### config.mk
export PLATFORM = sky130hd
export DESIGN_NAME = stereo_gain_stage
export DESIGN_NICKNAME = d
export VERILOG_FILES = /design/src/rtl/gain_stage_pkg.sv /design/src/rtl/gain_code_bank.sv /design/src/rtl/mute_ramp.sv /design/src/rtl/gain_scaler.sv /design/src/rtl/zero_run_detect.sv /design/src/rtl/stereo_gain_stage.sv
export SDC_FILE = /design/constraint.sdc
export NUM_CORES = 1
export LEC_CHECK = 0
export ABC_AREA = 1
export CAP_MARGIN = 20
export CORE_MARGIN = 2
export CORE_UTILIZATION = 52
export DETAILED_ROUTE_END_ITERATION = 8
export DONT_BUFFER_PORTS = 1
export PLACE_DENSITY = 0.67
export SYNTH_ARGS = -nofsm -noshare
export SYNTH_HDL_FRONTEND = slang
export SYNTH_SLANG_ARGS = --single-unit
export TNS_END_PERCENT = 5
### constraint.sdc
create_clock -name clk -period 8.2 [get_ports clk]
set_input_delay 1.64 -clock clk [delete_from_list [all_inputs] [get_ports clk]]
set_output_delay 1.64 -clock clk [all_outputs]
set_load 0.05 [all_outputs]
### src/rtl/gain_stage_pkg.sv
package gain_stage_pkg;
  localparam int CODE_W = 8;
  typedef logic [CODE_W-1:0] gain_code_t;
  localparam gain_code_t CODE_UNITY = '1;
  localparam gain_code_t CODE_SILENT = '0;

  function automatic gain_code_t code_min(input gain_code_t a, input gain_code_t b);
    return (a < b) ? a : b;
  endfunction
endpackage

### src/rtl/gain_code_bank.sv
module gain_code_bank
  import gain_stage_pkg::*;
(
  input  logic       clk,
  input  logic       rst_n,
  input  logic       wr_l,
  input  gain_code_t code_l,
  input  logic       load_l,
  input  logic       wr_r,
  input  gain_code_t code_r,
  input  logic       load_r,
  input  logic       common,
  output gain_code_t applied_l,
  output gain_code_t applied_r,
  output gain_code_t target_l,
  output gain_code_t target_r
);
  gain_code_t stage_l, stage_r, stage_l_nx, stage_r_nx;
  logic       apply_now;

  assign stage_l_nx = wr_l ? code_l : stage_l;
  assign stage_r_nx = wr_r ? code_r : stage_r;
  assign apply_now  = (wr_l && load_l) || (wr_r && load_r);

  always_ff @(posedge clk or negedge rst_n) begin
    if (!rst_n) begin
      stage_l   <= CODE_UNITY;
      stage_r   <= CODE_UNITY;
      applied_l <= CODE_UNITY;
      applied_r <= CODE_UNITY;
    end else begin
      stage_l <= stage_l_nx;
      stage_r <= stage_r_nx;
      if (apply_now) begin
        applied_l <= stage_l_nx;
        applied_r <= stage_r_nx;
      end
    end
  end

  assign target_l = applied_l;
  assign target_r = common ? applied_l : applied_r;
endmodule

### src/rtl/mute_ramp.sv
module mute_ramp
  import gain_stage_pkg::*;
(
  input  logic       clk,
  input  logic       rst_n,
  input  logic       step,
  input  logic       mute,
  input  gain_code_t target,
  output gain_code_t gain
);
  gain_code_t level, level_nx;

  assign gain = code_min(target, level);

  always_comb begin
    level_nx = level;
    if (step) begin
      if (mute) level_nx = (gain == CODE_SILENT) ? CODE_SILENT : gain - 1'b1;
      else      level_nx = (level == CODE_UNITY) ? CODE_UNITY : level + 1'b1;
    end
  end

  always_ff @(posedge clk or negedge rst_n) begin
    if (!rst_n) level <= CODE_UNITY;
    else        level <= level_nx;
  end
endmodule

### src/rtl/gain_scaler.sv
module gain_scaler
  import gain_stage_pkg::*;
#(
  parameter int W = 18
) (
  input  logic                clk,
  input  logic                rst_n,
  input  logic                take,
  input  logic                force_zero,
  input  logic signed [W-1:0] sample,
  input  gain_code_t          gain,
  output logic signed [W-1:0] result
);
  function automatic logic signed [W-1:0] scaled(input logic signed [W-1:0] s,
                                                 input gain_code_t g);
    logic signed [W+CODE_W-1:0] p;
    if (g == CODE_UNITY) return s;
    p = s * $signed({1'b0, g});
    if (p < 0) p = p + (W+CODE_W)'(255);
    return W'(p >>> CODE_W);
  endfunction

  always_ff @(posedge clk or negedge rst_n) begin
    if (!rst_n) result <= '0;
    else if (take) result <= force_zero ? '0 : scaled(sample, gain);
  end
endmodule

### src/rtl/zero_run_detect.sv
module zero_run_detect #(
  parameter int TICKS = 65536
) (
  input  logic clk,
  input  logic rst_n,
  input  logic enable,
  input  logic take,
  input  logic pair_zero,
  input  logic tick,
  output logic flag
);
  localparam int CNT_W = $clog2(TICKS + 1);
  localparam logic [CNT_W-1:0] LIMIT = CNT_W'(TICKS);

  logic [CNT_W-1:0] count;
  logic             last_zero, zero_now;

  assign zero_now = take ? pair_zero : last_zero;

  always_ff @(posedge clk or negedge rst_n) begin
    if (!rst_n) begin
      count     <= '0;
      flag      <= 1'b0;
      last_zero <= 1'b0;
    end else begin
      last_zero <= zero_now;
      if (!enable || (take && !pair_zero)) begin
        count <= '0;
        flag  <= 1'b0;
      end else if (zero_now && tick && count != LIMIT) begin
        count <= count + 1'b1;
        flag  <= (count + 1'b1) == LIMIT;
      end
    end
  end
endmodule

### src/rtl/stereo_gain_stage.sv
module stereo_gain_stage
  import gain_stage_pkg::*;
#(
  parameter int SAMPLE_W   = 18,
  parameter int ZERO_TICKS = 65536
) (
  input  logic                       clk,
  input  logic                       rst_n,
  input  logic                       in_valid,
  input  logic signed [SAMPLE_W-1:0] in_left,
  input  logic signed [SAMPLE_W-1:0] in_right,
  input  logic                       bit_tick,
  input  logic                       cfg_left_wr,
  input  logic [7:0]                 cfg_left_code,
  input  logic                       cfg_left_load,
  input  logic                       cfg_right_wr,
  input  logic [7:0]                 cfg_right_code,
  input  logic                       cfg_right_load,
  input  logic                       cfg_common,
  input  logic                       cfg_soft_mute,
  input  logic                       cfg_out_disable,
  input  logic                       cfg_zero_en,
  output logic                       out_valid,
  output logic signed [SAMPLE_W-1:0] out_left,
  output logic signed [SAMPLE_W-1:0] out_right,
  output logic                       zero_flag
);
  localparam int NCH = 2;

  gain_code_t applied_l, applied_r, target_l, target_r;
  gain_code_t target [NCH];
  gain_code_t gain   [NCH];
  logic signed [SAMPLE_W-1:0] samp [NCH];
  logic signed [SAMPLE_W-1:0] res  [NCH];
  logic pair_zero;

  gain_code_bank u_bank (
    .clk(clk), .rst_n(rst_n),
    .wr_l(cfg_left_wr), .code_l(cfg_left_code), .load_l(cfg_left_load),
    .wr_r(cfg_right_wr), .code_r(cfg_right_code), .load_r(cfg_right_load),
    .common(cfg_common),
    .applied_l(applied_l), .applied_r(applied_r),
    .target_l(target_l), .target_r(target_r)
  );

  assign target[0] = target_l;
  assign target[1] = target_r;
  assign samp[0]   = in_left;
  assign samp[1]   = in_right;

  for (genvar c = 0; c < NCH; c++) begin : g_chan
    mute_ramp u_ramp (
      .clk(clk), .rst_n(rst_n), .step(in_valid), .mute(cfg_soft_mute),
      .target(target[c]), .gain(gain[c])
    );
    gain_scaler #(.W(SAMPLE_W)) u_scale (
      .clk(clk), .rst_n(rst_n), .take(in_valid), .force_zero(cfg_out_disable),
      .sample(samp[c]), .gain(gain[c]), .result(res[c])
    );
  end

  assign pair_zero = (in_left == '0) && (in_right == '0);

  zero_run_detect #(.TICKS(ZERO_TICKS)) u_zero (
    .clk(clk), .rst_n(rst_n), .enable(cfg_zero_en), .take(in_valid),
    .pair_zero(pair_zero), .tick(bit_tick), .flag(zero_flag)
  );

  always_ff @(posedge clk or negedge rst_n) begin
    if (!rst_n) out_valid <= 1'b0;
    else        out_valid <= in_valid;
  end

  assign out_left  = res[0];
  assign out_right = res[1];
endmodule

# [After elaboration in Yosys (flattened, before gate mapping)]
# Cells that the tools add are included.
[word_totals] reg_bits=104 input_bits=64 elab_cells=74 out_inout_bits=38
[classes] order_cmp=4 n_mul=2 eq_ne=6 muxes=28 n_reduce_logical=15 n_addsub=7
[op_table] operator="$mux W18" count=6
[op_table] operator="$mux W8" count=11
[op_table] operator="$add A26 B9 Y26 const B" count=2
[op_table] operator="$lt A26 B1 Y1 const B" count=2
[op_table] operator="$mul A18 B9 Y26" count=2
[op_table] operator="$mux W26" count=2
[op_table] operator="$logic_not A18 Y1" count=2
[op_table] operator="$mux W17" count=2
[op_table] operator="$eq A8 B8 Y1 const B" count=4
[op_table] operator="$add A17 B1 Y17 const B" count=1
[op_table] operator="$eq A17 B17 Y1 const B" count=1
[op_table] operator="$ne A17 B17 Y1 const B" count=1
[op_table] operator="$add A8 B1 Y8 const B" count=2
[op_table] operator="$logic_not A8 Y1" count=2
[op_table] operator="$lt A8 B8 Y1" count=2
[op_table] operator="$sub A8 B1 Y8 const B" count=2
[op_table] operator="$mux W1" count=7
[op_table] operator="$logic_and A1 B1 Y1" count=6
[op_table] operator="$logic_not A1 Y1" count=2
[op_table] operator="$logic_or A1 B1 Y1" count=2
[op_table] operator="$reduce_bool A2 Y1" count=1

# [Depth between registers and ports, before layout]
# Gate-level depths: netlist of the first run.
[depth] ltp_word=8 mapped_depth=45 ltp_nobuf=44

# [Modules after synthesis]
# Synthesis of the first run repeated with hierarchy kept, for this count alone.
[hier_totals] cells_unflattened=2933 hier_area_um2=19452.4
[by_module_without_submodules] module="gain_scaler at g_chan[0].u_scale" cells_per_inst=1098 area_each_um2=7214.4 seq_area_each_um2=450.4 instances=1
[by_module_without_submodules] module="gain_scaler at g_chan[1].u_scale" cells_per_inst=1109 area_each_um2=7204.4 seq_area_each_um2=450.4 instances=1
[by_module_without_submodules] module="mute_ramp" cells_per_inst=170 area_each_um2=1068.5 seq_area_each_um2=210.2 instances=2
[by_module_without_submodules] module="gain_code_bank" cells_per_inst=171 area_each_um2=1506.4 seq_area_each_um2=840.8 instances=1
[by_module_without_submodules] module="zero_run_detect" cells_per_inst=181 area_each_um2=1238.7 seq_area_each_um2=475.5 instances=1
[by_module_without_submodules] module="stereo_gain_stage" cells_per_inst=34 area_each_um2=151.4 seq_area_each_um2=25.0 instances=1

# [Worst setup path after synthesis of the first run]
# Ideal clock, no wire load.
[synth_timing] path_type="input to register" startpoint="input cfg_common" endpoint="register g_chan[1].u_scale.result[16]" setup_slack_ps=419 setup_time_ps=118 stages=38 t_required_ps=8082 t_arrival_ps=7663 path_buffers=4 cell_sequence="clkbuf_1 > nand2_1 > o21ai_0 > inv_1 > ha_1 > a21oi_1 > nor2_1 > a211oi_1 > nand2_2 > buf_6 > nand2_1 > nand2_1 > inv_1 > buf_2 > nand2_1 > fa_1 > inv_1 > fa_1 > [... 2 more ...] > fa_1 > inv_1 > ha_1 > nand2_1 > inv_1 > nand2_1 > nand2_1 > a21oi_1 > inv_1 > a21oi_1 > nand3_1 > nand2_1 > buf_4 > nand4_1 > o21ai_0 > nand3_1 > nand2_1 > nand2_1"
[synth_via] elab_chain_len=8 elab_cells_between_ends=12 cone_classes="add/sub (1); mul (1); order compare (2); eq/ne (1); mux (7)"
[synth_lines] element="start: declaration" line_no="stereo_gain_stage.sv:19" source="input logic cfg_common,"
[synth_lines] element="$mux W8 (*)" line_no="gain_code_bank.sv:42" source="assign target_r = common ? applied_l : applied_r;"
[synth_lines] element="$lt A8 B8 Y1" line_no="gain_stage_pkg.sv:8" source="return (a < b) ? a : b;"
[synth_lines] element="$mux W8 (*)" line_no="gain_stage_pkg.sv:8"
[synth_lines] element="$mul A18 B9 Y26 or $eq A8 B8 Y1 (tied branches)" line_no="gain_scaler.sv:18, gain_scaler.sv:17"
[synth_lines] element="$add A26 B9 Y26, or another cell as far along" line_no="gain_scaler.sv:19" source="if (p < 0) p = p + (W+CODE_W)'(255);"
[synth_lines] element="$mux W26 or $mux W1 (tied branches)" line_no="gain_scaler.sv:19, gain_scaler.sv:25"
[synth_lines] element="$mux W18 (*)" line_no="gain_scaler.sv:18" source="p = s * $signed({1'b0, g});"
[synth_lines] element="$mux W18 (*)" line_no="gain_scaler.sv:25" source="else if (take) result <= force_zero ? '0 : scaled(sample, gain);"
[synth_lines] element="end signal: assignment" line_no="gain_scaler.sv:25"
[synth_lines] element="end: declaration" line_no="gain_scaler.sv:12" source="output logic signed [W-1:0] result"
# Mark *: on every way between the ends. The rest lies on a longest branch, timed or not. The select of a mux whose other input is x is not followed.
# A chain may end at the register's enable or synchronous reset.

# [Worst setup path after layout of the first run]
[layout_timing] startpoint="input cfg_common" endpoint="register g_chan[1].u_scale.result[11]"
# Same word-level chain as after synthesis.

==> results of run 1 <==
[cell usage after synthesis (12+ instances only)]
cell type | number | share of area
sky130_fd_sc_hd__dfstp_2 | 48 | 0.070
sky130_fd_sc_hd__o21ai_0 | 80 | 0.022
sky130_fd_sc_hd__nor2_1 | 297 | 0.062
sky130_fd_sc_hd__inv_1 | 575 | 0.12
sky130_fd_sc_hd__nor3_1 | 20 | 0.0056
sky130_fd_sc_hd__o22ai_1 | 12 | 0.0042
sky130_fd_sc_hd__clkbuf_1 | 28 | 0.0059
sky130_fd_sc_hd__nand2_1 | 613 | 0.13
sky130_fd_sc_hd__nand4_1 | 46 | 0.016
sky130_fd_sc_hd__dfrtp_1 | 56 | 0.078
sky130_fd_sc_hd__o21ai_1 | 19 | 0.0053
sky130_fd_sc_hd__buf_2 | 12 | 0.0034
sky130_fd_sc_hd__a21oi_1 | 79 | 0.022
sky130_fd_sc_hd__fa_1 | 224 | 0.25
sky130_fd_sc_hd__mux2_2 | 22 | 0.014
sky130_fd_sc_hd__ha_1 | 125 | 0.087
sky130_fd_sc_hd__nand3_1 | 135 | 0.038
sky130_fd_sc_hd__xor2_1 | 36 | 0.018
[sequential cells by signal, indices dropped and copies added (netlist names)]
| name | flops |
|---|---|
| u_zero.count | 17 |
| u_bank.applied_l | 8 |
| out_valid | 1 |
| u_zero.last_zero | 1 |
| u_bank.stage_l | 8 |
| u_bank.stage_r | 8 |
| u_bank.applied_r | 8 |
| u_zero.flag | 1 |
| g_chan.u_ramp.level | 16 |
| g_chan.u_scale.result | 36 |
[metal layers]
metal / GRT usage / part of all wire
met5: 0 / 0
met4: 0.0769 / 0.024
met3: 0.0705 / 0.095
met2: 0.473 / 0.43
met1: 0.433 / 0.45
[worst register-to-register path, delay by kind of cell (launching register included)]
family	cells	cell delay (ns)
flops	1	0.56
compound gates	6	1.10
fa+ha+maj	6	2.74
simple gates	11	1.93
buf+inv	8	1.22
[logic make-up after synthesis]
| family | count (synthesis) | share of synthesized area |
|---|---|---|
| simple gates | 1155 | 0.269 |
| buf+inv | 637 | 0.137 |
| fa+ha+maj | 349 | 0.338 |
| compound gates | 225 | 0.0712 |
| flops | 104 | 0.149 |
| xor+xnor | 45 | 0.0220 |
| mux | 22 | 0.0138 |
[final cells by class]
class                           instances  area (um^2)
Fill cell                            3299        14800
Multi-Input combinational cell       1796        12800
Sequential cell                       104         2660
Inverter                              582         2190
Tap cell                              448          561
Timing Repair Buffer                   42          340
Clock buffer                           10          229
Clock inverter                          6         62.6
Antenna cell                            1         2.50
[path summary, 6_finish.rpt]
| path | to | depth (start not counted) | slack, ns |
|---|---|---|---|
| min in group asynchronous | out_valid | 0 | 0.98 |
| max reg2reg | g_chan[0].u_scale.result[5] | 31 | 0.56 |
| min | u_zero.last_zero | 2 | 0.48 |
| min reg2reg | u_zero.last_zero | 2 | 0.48 |
| max | g_chan[1].u_scale.result[11] | 33 | 0.47 |
| max in group asynchronous | g_chan[0].u_ramp.level[5] | 0 | 6.98 |
[cell usage in the layout, fill, tap and decap left out, types with 5 or more instances in the layout]
cell / netlist / final
sky130_fd_sc_hd__buf_4: 2 / 40
sky130_fd_sc_hd__nand4_1: 46 / 46
sky130_fd_sc_hd__clkbuf_16: 0 / 9
sky130_fd_sc_hd__nand2_2: 7 / 8
sky130_fd_sc_hd__xor2_1: 36 / 36
sky130_fd_sc_hd__fa_1: 224 / 224
sky130_fd_sc_hd__nand3b_1: 6 / 6
sky130_fd_sc_hd__o21ai_0: 80 / 78
sky130_fd_sc_hd__nand3_1: 135 / 135
sky130_fd_sc_hd__nand2_1: 613 / 612
sky130_fd_sc_hd__inv_1: 575 / 573
sky130_fd_sc_hd__o21ai_2: 4 / 6
sky130_fd_sc_hd__a21oi_1: 79 / 78
sky130_fd_sc_hd__mux2_2: 22 / 22
sky130_fd_sc_hd__nor4_1: 9 / 9
sky130_fd_sc_hd__a22oi_1: 5 / 5
sky130_fd_sc_hd__inv_2: 4 / 6
sky130_fd_sc_hd__o22ai_1: 12 / 12
sky130_fd_sc_hd__dfrtp_1: 56 / 56
sky130_fd_sc_hd__o21ai_1: 19 / 19
sky130_fd_sc_hd__and2_1: 7 / 7
sky130_fd_sc_hd__nor3_1: 20 / 20
sky130_fd_sc_hd__dfstp_2: 48 / 48
sky130_fd_sc_hd__xnor2_1: 9 / 9
sky130_fd_sc_hd__nor2_1: 297 / 295
sky130_fd_sc_hd__ha_1: 125 / 125
sky130_fd_sc_hd__o21bai_1: 7 / 7
[repair_timing]
item / CTS / global route
resized for setup: 0 / 6
setup endpoints to repair: 0 / 22
buffers inserted: 0 / 3
endpoints found under the hold margin: 0 / 0
[metrics by stage]
step	cell area (um^2)	instances
3_5_place_dp	18500	2968
3_3_place_gp	18500	2968
4_1_cts	18800	2984
5_1_grt	18900	2988
2_1_floorplan	17900	2537
6_report	18900	2989
==> reports/results.ini, run 1 <==
[detailed_routing]
detail_route.wl_per_cell_um=17.5
dr.first_iter.drc_count=1059
drc=0
postRouteWirelength_um=52400
avgViaCountPerCell=5.36
number_of_nets_still_failing_antenna_checks_after_routing=0
routed-via-count=16000
drt_pre_antenna_iters=6

[worst_setup_path]
critPathSlowestCell=sky130_fd_sc_hd__fa_1
timing.critical_path.mode_cell=sky130_fd_sc_hd__nand2_1
cp_max_fo=20
worst_ep_required_time_ns=8.46
worstSetupPathType=in -> reg
critical_path.top_delay_family=adder cells
max_stage_delay_ns=0.52
timing.critical_path.to_type=register
rr_startpoint=g_chan[0].u_ramp.level[7]
timing.critical_path.from=cfg_common
worstPathBufferInverterCount=7
startpoint_type=input port
arrival_ns=7.98

[global_routing]
grt_max_degree=105
antenna_found_initial=1
grt_remaining_overflow=0
grt_first_pass_wirelength_um=85800
grt_pass1_vias=16100
groute.usage.overall=0.305

[sta]
unrepaired_setup_endpoints_after_global_routing=no
slew_headroom=0.363
min_period_over_period=0.942
clock-skew-final_ns=0.0111
setup-tns-final_ns=0
period_minus_slack_ns=7.73
final-max-slew-violation-count=0
worst_hold_slack_ns=0.480
timing.final.hold_violations=0
setup_ws_ns=0.474
max_clock_freq_ghz=0.129
setup-violations-final=0
worst_pin_slew_ns=0.953

[floorplanning]
floorplan.core_area_mm2=0.0337
die_area_mm2=0.0359
fp.dieH_um=190
dieWidth_um=190
io-pin-count=102
row_count=67
initial_core_util=0.531

[status]
run_status=finished clean

[placement]
gp_routability_congestion=0.979
pre_cts_slack_ns=-0.118
hpwlAfterDp_um=43200
port_buffers=0

[finish]
area.growth.synth_to_final_pct=5.33
post_route_cells_drive_above_1_share=0.0669
finish.utilization=0.560
layout.nets=2948

[clock_network]
insertion_delay_ns=0.37
tritoncts=yes
htreeDepth=3
buffers_from_clock_root_to_sink_at_most=2
clk_pin_slew_ns=0.08
clock-sinks=104
ctsHoldBuffers=0
cts-buffers-inserted=9
ctsRootBufferMaster=sky130_fd_sc_hd__clkbuf_16

[logic_synthesis]
synth-main-ff-cell=sky130_fd_sc_hd__dfrtp_1
ys_ff_latch=104
synth.distinct_cells=54
yosys_warnings=0
mapped_nets=2950
number_of_instances_in_the_synthesized_netlist=2537
proportion_of_synthesized_chip_area_in_sequential_cells=0.149
synth_enable_flop_cells=0
avgSynthCellArea_um2=7.06
postSynth.asyncResetShare=1.00
post_synth_instance_area_mm2=0.0179

[flow_run]
max-cap-violations=0

[worst_hold_path]
class_of_the_worst_hold_path=reg -> reg
holdCritStartpoint=u_zero.last_zero

Power of run 1 is not shown: default switching activity piles up to over one toggle a cycle in this logic, so the estimate is an artifact.
==> run 2, diff against run 1 <==
--- a/config.mk
+++ b/config.mk
@@ -12,6 +12,7 @@
 export DETAILED_ROUTE_END_ITERATION = 8
 export DONT_BUFFER_PORTS = 1
 export PLACE_DENSITY = 0.67
+export RECOVER_POWER = 100
 export SYNTH_ARGS = -nofsm -noshare
 export SYNTH_HDL_FRONTEND = slang
 export SYNTH_SLANG_ARGS = --single-unit
==> run 2 against run 1 <==
Effect of this change: routed wire length rose by 0.17%; sequential share of layout area barely moved; non-clock buffer count did not move; critical endpoint unchanged.
==> reports/results.ini, run 2 (synthesized netlist as in run 1, its figures left out) <==
[sta]
setup-violations-final=0  ; unchanged
slew_headroom=0.368  ; +0.00480
min_period_over_period=0.942  ; about the same
max_clock_freq_ghz=0.130  ; about the same
unrepaired_setup_endpoints_after_global_routing=no
period_minus_slack_ns=7.72  ; -0.00496 ns
clock-skew-final_ns=0.0103  ; -0.000854 ns
worst_hold_slack_ns=0.499  ; +0.0189 ns
timing.final.hold_violations=0  ; unchanged
final-max-slew-violation-count=0  ; unchanged
worst_pin_slew_ns=0.946  ; -0.00718 ns

[worst_hold_path]
class_of_the_worst_hold_path=reg -> reg
min_path_cells=2  ; unchanged
destination_of_the_worst_hold_path=g_chan[1].u_ramp.level[5]
holdCritStartpoint=g_chan[1].u_ramp.level[5]

[detailed_routing]
drt_pre_antenna_iters=6  ; unchanged
postRouteWirelength_um=52500  ; +0.17%
dr.first_iter.drc_count=1134  ; +7.1%
routed-via-count=16000  ; -0.025%
avgViaCountPerCell=5.36  ; about the same
detail_route.wl_per_cell_um=17.6  ; +0.13%
number_of_nets_still_failing_antenna_checks_after_routing=0  ; unchanged
drc=0  ; unchanged

[clock_network]
ctsHoldBuffers=0  ; unchanged
buffers_from_clock_root_to_sink_at_most=2  ; unchanged
htreeDepth=3  ; unchanged
clock-sinks=104  ; unchanged
cts-buffers-inserted=9  ; unchanged
ctsRootBufferMaster=sky130_fd_sc_hd__clkbuf_16
insertion_delay_ns=0.37  ; about the same
clk_pin_slew_ns=0.08  ; about the same
tritoncts=yes

[worst_setup_path]
r2r_setup_slack_ns=0.57  ; about the same
reg2reg_depth=30  ; -3.2%
worst_ep_required_time_ns=8.46  ; about the same
max_stage_delay_ns=0.52  ; about the same
critical_path.top_delay_family=adder cells
startpoint_type=input port
timing.critical_path.from=cfg_common
rr_startpoint=g_chan[0].u_ramp.level[7]
timing.critical_path.mode_cell=sky130_fd_sc_hd__nand2_1
timing.critical_path.to_type=register
critPathSlowestCell=sky130_fd_sc_hd__fa_1
worstPathBufferInverterCount=7  ; unchanged
cp_max_fo=20  ; unchanged
critical_path.reg2reg.endpoint=g_chan[0].u_scale.result[2]
worstSetupPathType=in -> reg
arrival_ns=7.98  ; about the same

[global_routing]
antenna_found_initial=1  ; unchanged
grt_max_degree=105  ; unchanged
groute.usage.overall=0.305  ; unchanged
grt_remaining_overflow=0  ; unchanged
grt_first_pass_wirelength_um=85800  ; unchanged
grt_pass1_vias=16100  ; unchanged

[placement]
hpwlAfterDp_um=43200  ; unchanged
gp_routability_congestion=0.979  ; unchanged
port_buffers=0  ; unchanged

[finish]
layout.nets=2948  ; unchanged
largestRegisters=g_chan.u_scale.result: 36 flops, u_zero.count: 17 flops, g_chan.u_ramp.level: 16 flops
layout_common_cells=sky130_fd_sc_hd__nand2_1 (612), sky130_fd_sc_hd__inv_1 (573), sky130_fd_sc_hd__nor2_1 (296), sky130_fd_sc_hd__fa_1 (224), sky130_fd_sc_hd__nand3_1 (135)
largest_register_ffs=36  ; unchanged
area.growth.synth_to_final_pct=5.11
register_containing_the_most_flip_flops_in_the_final_layout=g_chan.u_scale.result
layout_commonest_cell=sky130_fd_sc_hd__nand2_1
post_route_cells_drive_above_1_share=0.0606  ; -0.00630

[floorplanning]
io-pin-count=102  ; unchanged
die_area_mm2=0.0359  ; unchanged
floorplan.core_area_mm2=0.0337  ; unchanged
row_count=67  ; unchanged
initial_core_util=0.531  ; unchanged
fp.dieH_um=190  ; unchanged
dieWidth_um=190  ; unchanged

[status]
run_status=finished clean

[flow_run]
max-cap-violations=0  ; unchanged

==> run 2: worst max path at each step <==
stage	cells after the start	to
2_1_floorplan	38	g_chan[1].u_scale.result[16]
3_3_place_gp	33	g_chan[1].u_scale.result[11]
3_5_place_dp	33	g_chan[1].u_scale.result[16]
4_1_cts	33	g_chan[1].u_scale.result[16]
5_1_grt	30	g_chan[0].u_scale.result[2]
6_report	33	g_chan[1].u_scale.result[11]
==> run 2: final cells by class <==
class                      instances  area (um^2)
fill                            3306        14900
multi-input combinational       1796        12800
sequential                       104         2660
inverter                         582         2190
tap                              448          561
timing repair buffer              42          333
clock buffer                      10          229
clock inverter                     6         62.6
antenna                            2         5.00
==> run 2: what timing repair did <==
item                                    4_1_cts  5_1_grt
endpoints found under the setup margin        0       22
buffers inserted                              0        3
resized for setup                             0        6
==> run 2: stage by stage <==
| step | setup slack (ns) | utilization | TNS (ns) | instance area [um^2] | std cells |
|---|---|---|---|---|---|
| after floorplan | 0.419 | - | 0 | 17900 | 2537 |
| after global placement | 0.0259 | 0.549 | 0 | 18500 | 2968 |
| after detailed placement | -0.118 | 0.549 | -0.846 | 18500 | 2968 |
| after CTS | 0.262 | 0.558 | 0 | 18800 | 2984 |
| after global routing | 0.0198 | 0.558 | 0 | 18800 | 2988 |
| final | 0.479 | 0.558 | 0 | 18800 | 2990 |
==> run 2: routing by layer <==
layer	wire, um	part of all wire	up-vias	global-route usage
li1	-	-	7697	-
met2	22800	0.43	545	0.473
met4	1280	0.024	0	0.0769
met3	4740	0.090	73	0.0705
met1	23600	0.45	7700	0.433
met5	0	0	-	0
==> run 2: worst min-delay path: stages, from the launching register on <==
cell and delay [ns]:
sky130_fd_sc_hd__dfstp_2 0.38, sky130_fd_sc_hd__nor2_1 0.08, sky130_fd_sc_hd__a21oi_1 0.04
Power of run 2 is left out for the same reason.
